**config.mk**
```make
export PLATFORM = sky130hd
export DESIGN_NAME = isc_ctrl
export DESIGN_NICKNAME = d
export VERILOG_FILES = /design/src/rtl/isc_pkg.sv /design/src/rtl/isc_regport.sv /design/src/rtl/isc_status.sv /design/src/rtl/isc_irq_out.sv /design/src/rtl/isc_ctrl.sv
export SDC_FILE = /design/constraint.sdc
export NUM_CORES = 1
export LEC_CHECK = 0
export BUFFER_PORTS_ARGS = -buffer_cell sky130_fd_sc_hd__buf_4
export CAP_MARGIN = 0
export CORE_UTILIZATION = 40
export DETAILED_ROUTE_END_ITERATION = 8
export PLACE_DENSITY = 0.71
export SLEW_MARGIN = 40
export SYNTH_ARGS = -nofsm -noshare
export SYNTH_HDL_FRONTEND = slang
export SYNTH_SLANG_ARGS = --single-unit
```
**constraint.sdc**
```tcl
create_clock -name clk -period 0.8 [get_ports clk]
set_input_delay 0.04 -clock clk [delete_from_list [all_inputs] [get_ports clk]]
set_output_delay 0.04 -clock clk [all_outputs]
set_load 0.005 [all_outputs]
```
**src/rtl/isc_pkg.sv**
```systemverilog
package isc_pkg;

  localparam int NBITS = 8;
  localparam int SEL_W = 2;

  localparam int B_RX      = 0;
  localparam int B_TXDONE  = 1;
  localparam int B_TXEMPTY = 2;
  localparam int B_ALLOC   = 3;
  localparam int B_OVR     = 4;
  localparam int B_PHY     = 5;
  localparam int B_ERX     = 6;
  localparam int B_MGMT    = 7;

  typedef enum logic [SEL_W-1:0] {
    SEL_STAT = 2'd0,
    SEL_MASK = 2'd1,
    SEL_RSV2 = 2'd2,
    SEL_RSV3 = 2'd3
  } sel_e;

  // one-hot vector with bit idx equal to v
  function automatic logic [NBITS-1:0] place(input int idx, input logic v);
    logic [NBITS-1:0] r;
    r = '0;
    r[idx] = v;
    return r;
  endfunction

  // set sources dominate; clears only act on bits allowed to clear
  function automatic logic next_bit(input logic cur, input logic set,
                                    input logic ack, input logic ackable,
                                    input logic eclr);
    return set | (cur & ~(ack & ackable) & ~eclr);
  endfunction

  // is the queue still non-empty once this cycle's pop is taken out
  function automatic logic left_after_pop(input int unsigned cnt, input logic pop);
    if (pop && cnt != 0) return (cnt - 1) != 0;
    return cnt != 0;
  endfunction

endpackage

```
**src/rtl/isc_regport.sv**
```systemverilog
module isc_regport
  import isc_pkg::*;
(
  input  logic             reg_wr,
  input  logic [SEL_W-1:0] reg_sel,
  input  logic [NBITS-1:0] reg_wdata,
  input  logic [NBITS-1:0] status_q,
  input  logic [NBITS-1:0] mask_q,
  output logic [NBITS-1:0] ack_bits,
  output logic             mask_we,
  output logic [NBITS-1:0] mask_wdata,
  output logic             pop_req,
  output logic [NBITS-1:0] reg_rdata
);

  logic stat_wr;

  always_comb begin
    stat_wr    = reg_wr && (sel_e'(reg_sel) == SEL_STAT);
    mask_we    = reg_wr && (sel_e'(reg_sel) == SEL_MASK);
    ack_bits   = stat_wr ? reg_wdata : '0;
    mask_wdata = reg_wdata;
    pop_req    = stat_wr && reg_wdata[B_TXDONE];
  end

  always_comb begin
    case (sel_e'(reg_sel))
      SEL_STAT: reg_rdata = status_q;
      SEL_MASK: reg_rdata = mask_q;
      default:  reg_rdata = '0;
    endcase
  end

endmodule

```
**src/rtl/isc_status.sv**
```systemverilog
module isc_status
  import isc_pkg::*;
#(
  parameter int               CNT_W    = 3,
  parameter logic [NBITS-1:0] ACK_MASK = 8'hD6,
  parameter logic [NBITS-1:0] RST_VAL  = 8'h04
) (
  input  logic             clk,
  input  logic             rst_n,
  input  logic             ev_alloc,
  input  logic             ev_rx,
  input  logic             ev_rx_ovr,
  input  logic             clr_alloc,
  input  logic             clr_rx,
  input  logic [CNT_W-1:0] txq_len,
  input  logic [CNT_W-1:0] cq_cnt,
  input  logic [NBITS-1:0] ack_bits,
  input  logic             pop_req,
  output logic [NBITS-1:0] status_q
);

  logic             txq_empty;
  logic             cq_left;
  logic [NBITS-1:0] set_vec;
  logic [NBITS-1:0] eclr_vec;
  logic [NBITS-1:0] nxt;

  always_comb begin
    txq_empty = (txq_len == '0);
    cq_left   = left_after_pop(32'(cq_cnt), pop_req);
    set_vec   = place(B_ALLOC, ev_alloc) | place(B_RX, ev_rx) |
                place(B_OVR, ev_rx_ovr) | place(B_TXEMPTY, txq_empty) |
                place(B_TXDONE, cq_left);
    eclr_vec  = place(B_ALLOC, clr_alloc) | place(B_RX, clr_rx);
  end

  for (genvar i = 0; i < NBITS; i++) begin : g_bit
    assign nxt[i] = next_bit(status_q[i], set_vec[i], ack_bits[i],
                             ACK_MASK[i], eclr_vec[i]);
    always_ff @(posedge clk) begin
      if (!rst_n) status_q[i] <= RST_VAL[i];
      else        status_q[i] <= nxt[i];
    end
  end

  // an empty transmit queue forces its bit
  a_r5_txempty_forced: assert property (@(posedge clk) disable iff (!rst_n)
    (txq_len == '0) |=> status_q[B_TXEMPTY]);

  // more than one completion left survives any single pop
  a_r6_txdone_forced: assert property (@(posedge clk) disable iff (!rst_n)
    (cq_cnt > 1) |=> status_q[B_TXDONE]);

  // event pulse beats a simultaneous acknowledge
  a_r9_ovr_set_wins: assert property (@(posedge clk) disable iff (!rst_n)
    ev_rx_ovr |=> status_q[B_OVR]);

  // event pulse beats a simultaneous engine clear
  a_r9_rx_set_wins: assert property (@(posedge clk) disable iff (!rst_n)
    ev_rx |=> status_q[B_RX]);

  // acknowledge cannot drop the allocation bit
  a_r3_alloc_unackable: assert property (@(posedge clk) disable iff (!rst_n)
    (status_q[B_ALLOC] && !clr_alloc) |=> status_q[B_ALLOC]);

  // acknowledge of the overrun bit clears it when no new event arrives
  a_r3_ovr_ack_clears: assert property (@(posedge clk) disable iff (!rst_n)
    (ack_bits[B_OVR] && !ev_rx_ovr) |=> !status_q[B_OVR]);

  // engine clear drops the receive bit when no new event arrives
  a_r10_rx_clear: assert property (@(posedge clk) disable iff (!rst_n)
    (clr_rx && !ev_rx) |=> !status_q[B_RX]);

endmodule

```
**src/rtl/isc_irq_out.sv**
```systemverilog
module isc_irq_out
  import isc_pkg::*;
(
  input  logic             clk,
  input  logic             rst_n,
  input  logic             mask_we,
  input  logic [NBITS-1:0] mask_wdata,
  input  logic [NBITS-1:0] status_q,
  output logic [NBITS-1:0] mask_q,
  output logic             irq
);

  logic pending;

  always_comb pending = |(status_q & mask_q);

  always_ff @(posedge clk) begin
    if (!rst_n) begin
      mask_q <= '0;
      irq    <= 1'b0;
    end else begin
      if (mask_we) mask_q <= mask_wdata;
      irq <= pending;
    end
  end

  // an enabled status bit raises irq one edge later
  a_r2_irq_raise: assert property (@(posedge clk) disable iff (!rst_n)
    ((status_q & mask_q) != '0) |=> irq);

  // a fully masked controller keeps irq low on the next edge
  a_r8_mask_quiet: assert property (@(posedge clk) disable iff (!rst_n)
    (mask_q == '0) |=> !irq);

endmodule

```
**src/rtl/isc_ctrl.sv**
```systemverilog
module isc_ctrl
  import isc_pkg::*;
#(
  parameter int CNT_W = 3
) (
  input  logic             clk,
  input  logic             rst_n,
  input  logic             reg_wr,
  input  logic [1:0]       reg_sel,
  input  logic [7:0]       reg_wdata,
  output logic [7:0]       reg_rdata,
  input  logic             ev_alloc,
  input  logic             ev_rx,
  input  logic             ev_rx_ovr,
  input  logic             clr_alloc,
  input  logic             clr_rx,
  input  logic [CNT_W-1:0] txq_len,
  input  logic [CNT_W-1:0] cq_cnt,
  output logic             cq_pop,
  output logic             irq
);

  logic [NBITS-1:0] status_q;
  logic [NBITS-1:0] mask_q;
  logic [NBITS-1:0] ack_bits;
  logic             mask_we;
  logic [NBITS-1:0] mask_wdata;
  logic             pop_req;

  isc_regport u_port (
    .reg_wr     (reg_wr),
    .reg_sel    (reg_sel),
    .reg_wdata  (reg_wdata),
    .status_q   (status_q),
    .mask_q     (mask_q),
    .ack_bits   (ack_bits),
    .mask_we    (mask_we),
    .mask_wdata (mask_wdata),
    .pop_req    (pop_req),
    .reg_rdata  (reg_rdata)
  );

  isc_status #(
    .CNT_W    (CNT_W),
    .ACK_MASK (8'hD6),
    .RST_VAL  (8'h04)
  ) u_stat (
    .clk       (clk),
    .rst_n     (rst_n),
    .ev_alloc  (ev_alloc),
    .ev_rx     (ev_rx),
    .ev_rx_ovr (ev_rx_ovr),
    .clr_alloc (clr_alloc),
    .clr_rx    (clr_rx),
    .txq_len   (txq_len),
    .cq_cnt    (cq_cnt),
    .ack_bits  (ack_bits),
    .pop_req   (pop_req),
    .status_q  (status_q)
  );

  isc_irq_out u_irq (
    .clk        (clk),
    .rst_n      (rst_n),
    .mask_we    (mask_we),
    .mask_wdata (mask_wdata),
    .status_q   (status_q),
    .mask_q     (mask_q),
    .irq        (irq)
  );

  assign cq_pop = pop_req;

  // a pop only comes from a status write naming transmit-done
  a_r4_pop_source: assert property (@(posedge clk) disable iff (!rst_n)
    cq_pop |-> (reg_wr && reg_sel == 2'd0 && reg_wdata[1]));

endmodule

```
Yosys cells after proc, flatten, opt, wreduce, memory -nomap -nowiden
Index checks and enable logic that the tools add are counted.
{ "totals": {"ff_bits": 17, "input_bits": 24, "out_inout_bits": 10} }
{ "classes": {"addsub": 1, "eq_ne": 1, "mux": 5, "n_bitwise": 40, "reduce_logical": 9} }
{ "ops": {"columns": ["operator", "n"], "rows": [
  ["nonzero test 32 bit", 1],
  ["case mux 8 bit (2 select lines)", 1],
  ["bitwise AND 1 bit", 13],
  ["inverter 1 bit", 9],
  ["bitwise AND 8 bit", 1],
  ["2-to-1 mux 8 bit", 1],
  ["bitwise OR 1 bit", 8],
  ["bitwise OR 4 x 1 -> 4 bit", 2],
  ["bitwise OR 8 x 2 -> 8 bit", 1],
  ["bitwise OR 8 x 3 -> 8 bit", 1],
  ["bitwise OR 8 x 5 -> 8 bit", 1],
  ["OR reduction 8 bit", 1],
  ["logical AND 1 bit", 4],
  ["inverter 1 bit, first input constant", 4],
  ["subtractor 3 x 1 -> 4 bit, second input constant", 1],
  ["zero test 3 bit", 1],
  ["2-to-1 mux 1 bit", 3],
  ["nonzero test 3 bit", 1],
  ["equality test 2 x 1 -> 1 bit, second input constant", 1],
  ["zero test 2 bit", 1]
]} }

Logic depth before layout (Yosys ltp)
{ "logic_depth": {"word_depth": 8, "depth_mapped": 5, "mapped_depth_nobuf": 3} }

Modules after synthesis
A second synthesis with hierarchy kept.
{ "unflattened": {"hier_cells": 91, "hier_area_um2": 879.6} }
{ "by_module_without_submodules": {"columns": ["mod", "instances", "cells_each", "area_each_um2"], "rows": [
  ["isc_irq_out", 1, 32, 344.1],
  ["isc_regport", 1, 37, 279.0],
  ["isc_status", 1, 22, 256.5]
]} }

Least setup slack after synthesis
Ideal clock, no wire load.
{ "synth_timing": {"path_type": "input port to flip-flop", "from": "input reg_sel[1]", "to": "register u_stat.status_q[2]", "setup_ns": 0.120, "t_arrival_ns": 0.752, "required_time_ns": 0.680, "setup_slack_ns": -0.071, "stages": 4, "path_buffers": 1, "cell_sequence": "buf_6 -> nor3b_4 -> nand2_1 -> a211o_1"} }
{ "synth_between": {"elab_chain_cells": 7} }
{ "synth_lines": {"columns": ["element", "line", "text"], "rows": [
  ["from (decl)", "isc_ctrl.sv:9", "input logic [1:0] reg_sel,"],
  ["zero test 2 bit", "isc_regport.sv:19", "stat_wr = reg_wr && (sel_e'(reg_sel) == SEL_STAT);"],
  ["logical AND 1 bit", "isc_regport.sv:19", null],
  ["2-to-1 mux 8 bit", "isc_regport.sv:21", "ack_bits = stat_wr ? reg_wdata : '0;"],
  ["inverter 1 bit", "isc_pkg.sv:34", "return set | (cur & ~(ack & ackable) & ~eclr);"],
  ["bitwise AND 1 bit (2 in series)", "isc_pkg.sv:34", null],
  ["bitwise OR 1 bit", "isc_pkg.sv:34", null],
  ["to (signal, indexed assignment)", "isc_status.sv:41", "if (!rst_n) status_q[i] <= RST_VAL[i];"],
  ["to (signal, indexed assignment)", "isc_status.sv:42", "else status_q[i] <= nxt[i];"],
  ["to (decl)", "isc_status.sv:19", "output logic [NBITS-1:0] status_q"]
]} }
Every way passes these cells.
A chain may end at the register's enable or synchronous reset.

Worst setup path after layout
{ "layout_timing": {"from": "register u_irq.mask_q[6]", "to": "output reg_rdata[6]"} }
{ "layout_between": {"elab_chain_cells": 1} }
{ "layout_lines": {"columns": ["element", "line", "text"], "rows": [
  ["from (decl)", "isc_irq_out.sv:9", "output logic [NBITS-1:0] mask_q,"],
  ["from (signal assigned)", "isc_irq_out.sv:22", "if (mask_we) mask_q <= mask_wdata;"],
  ["case mux 8 bit (2 select lines)", "isc_regport.sv:27", "case (sel_e'(reg_sel))"],
  ["to (decl)", "isc_ctrl.sv:11", "output logic [7:0] reg_rdata,"]
]} }
Every way passes these cells.

==> results.txt <==
Placement Cell Area -> 0.00107 mm²
Initial Util -> 42.4%
Total GRT Usage -> 26.5%
# port buffers -> 33
Fillers -> 114
CTS H-tree depth -> 1
required time worst endpoint -> 0.76 ns
worst-path fanout max -> 2
clock skew -> 0.00853 ns
CTS root buf -> clkbuf_4
status -> finished with violations
worst hold endpoint -> u_irq.mask_q[2]$_SDFFE_PN0P_
Comb pwr share -> 24.1%
Reg clk slew, reported paths -> 0.09 ns
Clock Tree Buf Depth -> 2
adder-cell share of the synthesized area -> 0%
mux share of post-synthesis cell area -> 20.5%
ant diodes -> 0
largest family of logic cells by synthesized area -> multiplexers
pre-CTS setup slack -> -0.0956 ns
CP max stage cell -> dfxtp_2
most common cell after layout, fill and taps aside -> buf_4
setup TNS -> -2.22 ns
yosys warns -> 0
worst stage delay on the critical path -> 0.34 ns
initial antenna violation count -> 0
Inserted Clock Buffers -> 3
sequential area share after synthesis -> 43.8%
gpl congestion -> 0.780
Worst-Margin Slew -> 0.454 ns
Die Width -> 44.8 µm
hold path depth -> 3
Arr. time, crit path -> 1.13 ns
WS Path Type -> flip-flop to primary output
Routed WL -> 2560 µm
largest net degree at the start of global routing -> 14
synthesized area -> 732 µm²
HP Start -> reg_wdata[2]
die span in y -> 44.8 µm
Leak -> 0.707 nW
layout cell share with drive strength beyond 1 -> 55.5%
Mean Syn Cell Area -> 9.38 µm²
Crit. End Element -> primary output
Max Cap Violations -> 0
syn nets -> 102
Max-slew headroom -> 69.7%
VDD IR-drop max -> 0.894 mV
GRT overflow -> 0
Final Hold Fails -> 0
endpoints failing setup -> 12
XOR/XNOR Fraction of Synth Area -> 0%
Sw Ratio -> 24.8%
failing checks -> setup timing
area share of and/or/nand/nor cells after synthesis -> 17.4%
latest clock arrival within the worst-skew pair -> 0.29 ns
RSZ-0062 raised after global routing -> true
Pre-Repair DR Iteration Count -> 4
P_int -> 0.00126 W
ANT nets after route -> 0
Final Cycle Share -> 146%
worst setup margin -> -0.370 ns
Reg2Reg Capture Point -> u_irq.irq$_SDFF_PN0_
Setup crit start kind -> flip-flop
Yosys reg bits -> 16
CTS tree -> yes
Core Area -> 0.00173 mm²
routed vias -> 877
vias in the first global route -> 841
Post-DP HPWL -> 1430 µm
most frequent cells in the layout -> buf_4 (46), nor2_1 (18), mux2i_1 (15), dfxtp_2 (15), dlygate4sd3_1 (12)
Final Util -> 80.3%
Area Growth Syn to Fin -> 89.4%
footprint of the multi-input gates -> 389 µm²
CP Cell Sequence -> buf_6 > mux2i_1 > nor2_1 > buf_4
Reg2Reg Depth -> 3
vias per cell -> 5.13
R2R setup slack -> -0.24 ns
Max Freq -> 855 MHz
IO Pins -> 34
Net Switching -> 0.000416 W
Max Slew Vio Count -> 0
post-route cell area -> 0.00139 mm²
Row Count -> 15
Reg power frac -> 51.0%
global-route wire length before repair -> 3770 µm
initial DRC count -> 20
power density over cell area -> 1210 mW/mm²
Yosys cell types -> 20
cells after synthesis -> 78
HP Class -> input port to flip-flop
Final nets -> 172
worst r2r src -> u_stat.status_q[6]$_SDFF_PN0_
Clk pwr share -> 24.9%
Wirelength per Cell -> 15.0 µm
complex-gate fraction of the synthesized area -> 11.6%
die area -> 0.00200 mm²
final worst path period need -> 1.17 ns
CTS sink cnt -> 16
register area -> 339 µm²
DRC viols -> 0
cell type report:
cell class,count,share of cell area [%]
repair buffers,69,42.5
inverters,4,1.08
clock buffers,3,1.62
multi-input cells,54,28.1
well taps,25,2.26
flip-flops and latches,16,24.5
state kept, by name, summed over array words and instances (netlist names):
register,count
u_irq.mask_q,8
u_stat.status_q,7
u_irq.irq,1
power groups by stage:
stage | combinational [W] | clock [W] | sequential, W
after global placement | 0.000278 | 0 | 0.000867
after floorplan | 0.000129 | 0 | 0.000862
after global routing | 0.000432 | 0.000479 | 0.000858
final | 0.000405 | 0.000417 | 0.000855
after detailed placement | 0.000285 | 0 | 0.000868
after CTS | 0.000371 | 0.000438 | 0.000850
timing repair:
item	4_1_cts	5_1_grt
gates resized for setup	20	10
hold endpoints to repair	12	0
pin swaps	5	6
buffers inserted	10	2
gates cloned	0	0
setup endpoints to repair	10	17
hold buffers	12	0
through the flow:
step / power (W) / hold WS (ns) / cells
after floorplan: 0.000992 / 0.127 / 78
after global placement: 0.00114 / 0.221 / 144
after detailed placement: 0.00115 / 0.229 / 144
after CTS: 0.00166 / 0.00495 / 169
after global routing: 0.00177 / 0.0149 / 171
final: 0.00168 / 0.0126 / 171
cell families (layout without fill, tap and decap cells):
logic type	Yosys count	count (layout)
buffers and inverters	8	76
AO/OA/AOI/OAI	13	13
flip-flops	16	16
AND/OR/NAND/NOR	26	26
multiplexers	15	15
cells in the mapped netlist:
cell	number	share of area (%)
and2_2	1	1.0
nor3_1	1	0.68
nand2_1	3	1.5
a31oi_1	2	1.7
a22oi_1	2	2.1
dfxtp_1	16	44
inv_1	4	2.1
buf_6	2	3.1
o2bb2ai_1	1	1.2
nor2_1	18	9.2
nand3b_1	1	1.0
nor3b_4	1	2.6
clkbuf_1	1	0.51
a21oi_1	5	3.4
buf_4	1	1.0
a211o_1	1	1.2
o21ai_0	1	0.68
and3b_2	1	1.4
a222oi_1	1	1.4
mux2i_1	15	21
worst max-delay path by stage:
| stage | from | end | cells after the start |
|---|---|---|---|
| finish | u_irq.mask_q[6]$_SDFFE_PN0P_ | reg_rdata[6] | 4 |
| global route | u_irq.mask_q[6]$_SDFFE_PN0P_ | reg_rdata[6] | 4 |
| CTS | u_stat.status_q[6]$_SDFF_PN0_ | reg_rdata[6] | 4 |
| detailed placement | u_irq.mask_q[2]$_SDFFE_PN0P_ | u_irq.irq$_SDFF_PN0_ | 2 |
| global placement | u_irq.mask_q[2]$_SDFFE_PN0P_ | u_irq.irq$_SDFF_PN0_ | 2 |
| floorplan | reg_sel[0] | u_stat.status_q[2]$_SDFF_PN1_ | 4 |
worst max-delay path: cells and delay by family, from the launching register on:
family | cells | cell delay [ns]
buf+inv | 2 | 0.25
flops | 1 | 0.34
mux | 1 | 0.18
simple gates | 1 | 0.08
routing by layer:
metal  GRT usage (%)  part of all wire [%]  routed length (µm)  vias to the layer above
met2            51.5                    55                1410                       37
met3            2.00                   3.9                 101                       13
met5               0                     0                   0                        -
met4            11.5                   3.6                  92                        0
li1                -                     -                   -                      406
met1            29.0                    37                 955                      421
(Power assumes the default switching activity.)
